[config.mk]
export PLATFORM = sky130hd
export DESIGN_NAME = fan_tach_regs
export DESIGN_NICKNAME = d
export VERILOG_FILES = /design/src/rtl/fan_tach_regs.sv
export SDC_FILE = /design/constraint.sdc
export NUM_CORES = 1
export LEC_CHECK = 0
export ABC_AREA = 1
export BUFFER_PORTS_ARGS = -buffer_cell sky130_fd_sc_hd__buf_2
export CAP_MARGIN = 25
export CORE_MARGIN = 10
export CORE_UTILIZATION = 40
export DETAILED_ROUTE_END_ITERATION = 10
export MAX_ROUTING_LAYER = met4
export PLACE_DENSITY = 0.67
export SLEW_MARGIN = 20
export SYNTH_ARGS = -nofsm -noshare
export SYNTH_HDL_FRONTEND = slang
export SYNTH_SLANG_ARGS = --single-unit
[constraint.sdc]
create_clock -name clk -period 3.5 [get_ports clk]
set_input_delay 0.7 -clock clk [delete_from_list [all_inputs] [get_ports clk]]
set_output_delay 0.7 -clock clk [all_outputs]
set_load 0.01 [all_outputs]
[src/rtl/fan_tach_regs.sv]
module fan_tach_regs #(
  parameter int          NFANS      = 4,
  parameter logic [7:0]  TACH_BASE  = 8'h28,
  parameter logic [7:0]  LIM_BASE   = 8'h54,
  parameter logic [7:0]  STAT_ADDR  = 8'h41,
  parameter logic [7:0]  MASK_ADDR  = 8'h74,
  localparam int         FW         = (NFANS > 1) ? $clog2(NFANS) : 1
) (
  input  logic          clk,
  input  logic          rst_n,
  input  logic          meas_valid,
  input  logic [FW-1:0] meas_fan,
  input  logic [15:0]   meas_count,
  input  logic [7:0]    bus_addr,
  input  logic          bus_wr,
  input  logic [7:0]    bus_wdata,
  input  logic          bus_rd,
  output logic [7:0]    bus_rdata,
  output logic          alert_n
);

  logic [NFANS-1:0][15:0] rdg, lim;
  logic [NFANS-1:0][7:0]  hold_hi;
  logic [NFANS-1:0]       frozen, status, mask, hit;
  logic [7:0]             rd_mux;
  logic                   stat_rd;

  assign stat_rd = bus_rd && (bus_addr == STAT_ADDR);
  assign alert_n = ~|(status & ~mask);

  always_comb begin
    hit = '0;
    for (int i = 0; i < NFANS; i++)
      if (meas_valid && meas_fan == FW'(i) && meas_count > lim[i]) hit[i] = 1'b1;
  end

  always_comb begin
    rd_mux = '0;
    for (int i = 0; i < NFANS; i++) begin
      if (bus_addr == TACH_BASE + 8'(2*i))     rd_mux = rdg[i][7:0];
      if (bus_addr == TACH_BASE + 8'(2*i + 1)) rd_mux = frozen[i] ? hold_hi[i] : rdg[i][15:8];
      if (bus_addr == LIM_BASE + 8'(2*i))      rd_mux = lim[i][7:0];
      if (bus_addr == LIM_BASE + 8'(2*i + 1))  rd_mux = lim[i][15:8];
    end
    if (bus_addr == STAT_ADDR) rd_mux = 8'(status);
    if (bus_addr == MASK_ADDR) rd_mux = 8'(mask);
  end

  always_ff @(posedge clk or negedge rst_n) begin
    if (!rst_n) begin
      rdg       <= '0;
      lim       <= '1;
      hold_hi   <= '0;
      frozen    <= '0;
      status    <= '0;
      mask      <= '0;
      bus_rdata <= '0;
    end else begin
      for (int i = 0; i < NFANS; i++) begin
        if (meas_valid && meas_fan == FW'(i)) rdg[i] <= meas_count;
        if (bus_rd && bus_addr == TACH_BASE + 8'(2*i)) begin
          frozen[i]  <= 1'b1;
          hold_hi[i] <= rdg[i][15:8];
        end else if (bus_rd && bus_addr == TACH_BASE + 8'(2*i + 1)) begin
          frozen[i]  <= 1'b0;
        end
        if (bus_wr && bus_addr == LIM_BASE + 8'(2*i))     lim[i][7:0]  <= bus_wdata;
        if (bus_wr && bus_addr == LIM_BASE + 8'(2*i + 1)) lim[i][15:8] <= bus_wdata;
      end
      status <= (stat_rd ? '0 : status) | hit;
      if (bus_wr && bus_addr == MASK_ADDR) mask <= bus_wdata[NFANS-1:0];
      if (bus_rd) bus_rdata <= rd_mux;
    end
  end

endmodule


==> reports/results.tsv <==
metric	value	unit
layout_common_cells	nand2_1, o21ai_0, inv_1	
diodes	0	
cts_buffer_depth	2	
grt-ovfl-total	0	
p_total	4850	uW
maxSlewHeadroom	0.491	
place_congestion	1.04	
grt_pass1_vias	8195	
required	3.82	ns
clk_pin_slew	0.06	ns
first_iter_violations	889	
synth_top_family_by_area	simple AND/OR/NAND/NOR gates	
status	finished clean	
max_stage_delay	0.27	ns
synth_area	0.00991	mm2
crit_chain	buf_2, inv_1, nand2_2, nor2_2, nand2_1, o21ai_1, nand2_1, o21ai_1, nand4_1, nand2_1, nand3_1, nand2_1, nand4_1, nand2_1, nand2_1	
yosys.area.top_type_share	0.293	
clk_latency	0.43	ns
synth_mux_area_frac	0	
hold_viol_final	0	
finalSetupViolCount	0	
dieArea	0.0315	mm2
core_area	0.0243	mm2
cpMaxStageDelayCell	o21ai_1	
postCtsSetupBuffers	0	
start_util	0.407	
synth_seq_cells	180	
clock-root-buffer	clkbuf_16	
h-tree-depth	4	
firstDrtPassIters	5	
syn-num-nets	1353	
vias	8730	
worstMarginPinSlew	0.760	ns
routed_wl	30100	um
vdd_drop_max	0.268	mV
rows	57	
rrSetupSlack	1.35	ns
cts_resized	0	
die_y	177	um
synth.avg_cell_area	7.93	um2
ys_warn_count	0	
r2r_cells	11	
portBuffers	47	
synthXorXnorAreaFrac	0	
io-pin-count	48	
period_needed	2.31	ns
r2r-start	frozen[0]$_DFFE_PN0P_	
grt_pass1_wl	47000	um
wl_per_cell	18.5	um
dp_cells	1598	
final_cells	1630	
p_leak	0.00489	uW
cap_violations	0	
rsz0062_at_grt	no	
endpoint_kind	register	
design_area	0.0111	mm2
synth_top_area_cell	dfrtp_1	
grt_max_degree	71	
cts.sinks	180	
fin_hold_ws	0.289	ns
skew	0.00800	ns
antenna_found_initial	0	
drcViolationCount	0	
tns	0	ns
dp_hpwl	22500	um
fillers	2413	
numCtsBuffers	17	
arrival	2.63	ns
syn_inst	1250	
power.density	439	mW/mm2
vias_per_cell	5.36	
cts_tree	yes	
grt_usage	0.200	
die_w	177	um
synth.distinct_cells	33	
fmax	0.432	GHz
drive_gt1_frac	0.136	
yosys.area_share.simple	0.219	
critPathKind	input port to register	
finalNetCount	1396	
fin_crit_sh	0.661	
cp_max_fo	8	
post_dp_cell_area	0.0105	mm2
synth_area_leaders	dfrtp_1, dfstp_2, nand2_1	
final_common_cell	nand2_1	
area_delta_synth_final	11.6	%
hold_path.class	input port to asynchronous set/reset pin	
crit_family	simple AND/OR/NAND/NOR gates	
ant_nets	0	
slew_viol_final	0	
cts_hold_buf	0	
startpoint_type	input port	
r2r_end	bus_rdata[7]$_DFFE_PN0P_	
crit_top_cell	nand2_1	
synth-adder-area-share	0.0808	
yosysSeqAreaShare	0.463	
critPathBufInv	2	
synth_compound_area_frac	0.153	
==> cells in the mapped netlist (all sizes together) <==
master and n:
nand2 364, nand4 30, ha 64, o22ai 2, o21ai 213, nor4 1, clkbuf 26, dfstp 64
a21o 1, o211ai 18, clkinv 1, a21oi 47, nand3 37, buf 6, nor3 25, dfrtp 116
nor2 46, inv 182, o221ai 1, a211oi 2, o2111ai 4
==> power by group <==
| group | total, uW | switching (uW) | internal [uW] | leakage [uW] |
|---|---|---|---|---|
| combinational | 608 | 419 | 189 | 0.00248 |
| sequential | 2400 | 109 | 2290 | 0.00213 |
| clock | 1840 | 843 | 1000 | 0.000269 |
==> registers in the layout, indices dropped and copies added (netlist names) <==
signal	cells
bus_rdata	8
lim	64
frozen	4
mask	4
rdg	64
status	4
hold_hi	32
==> area by class of cell <==
type                    count  area, um2  area share
flip-flops and latches    180       4580       0.414
multi-input cells         855       4510       0.407
inverters                 183        689      0.0623
clock buffers              20        447      0.0404
well taps                 324        405      0.0367
repair buffers             56        322      0.0291
clock inverters            12        108     0.00973
==> worst max-delay path by stage <==
| stage | from | cells past startpoint | to |
|---|---|---|---|
| 3_3_place_gp | bus_addr[2] | 15 | bus_rdata[5]$_DFFE_PN0P_ |
| 2_1_floorplan | bus_addr[2] | 14 | bus_rdata[4]$_DFFE_PN0P_ |
| 5_1_grt | bus_addr[7] | 13 | bus_rdata[0]$_DFFE_PN0P_ |
| 4_1_cts | bus_addr[2] | 15 | bus_rdata[5]$_DFFE_PN0P_ |
| 6_report | bus_addr[2] | 15 | bus_rdata[5]$_DFFE_PN0P_ |
| 3_5_place_dp | bus_addr[2] | 15 | bus_rdata[5]$_DFFE_PN0P_ |
==> kinds of logic after synthesis <==
logic type / Yosys count
simple gates: 503
compound gates: 288
buf+inv: 215
flops: 180
fa+ha+maj: 64
==> metrics by stage <==
step,setup slack [ns],util
after floorplan,1.48,-
after global placement,0.785,0.432
final,1.19,0.455
after CTS,1.25,0.455
after global routing,1.00,0.455
after detailed placement,0.813,0.432
==> per-layer routing <==
layer  share of wire  GRT usage
met5               0          -
met4           0.027     0.0726
met3           0.055     0.0251
met2            0.45      0.304
met1            0.47      0.271
Power figures use the tool's default switching activity.
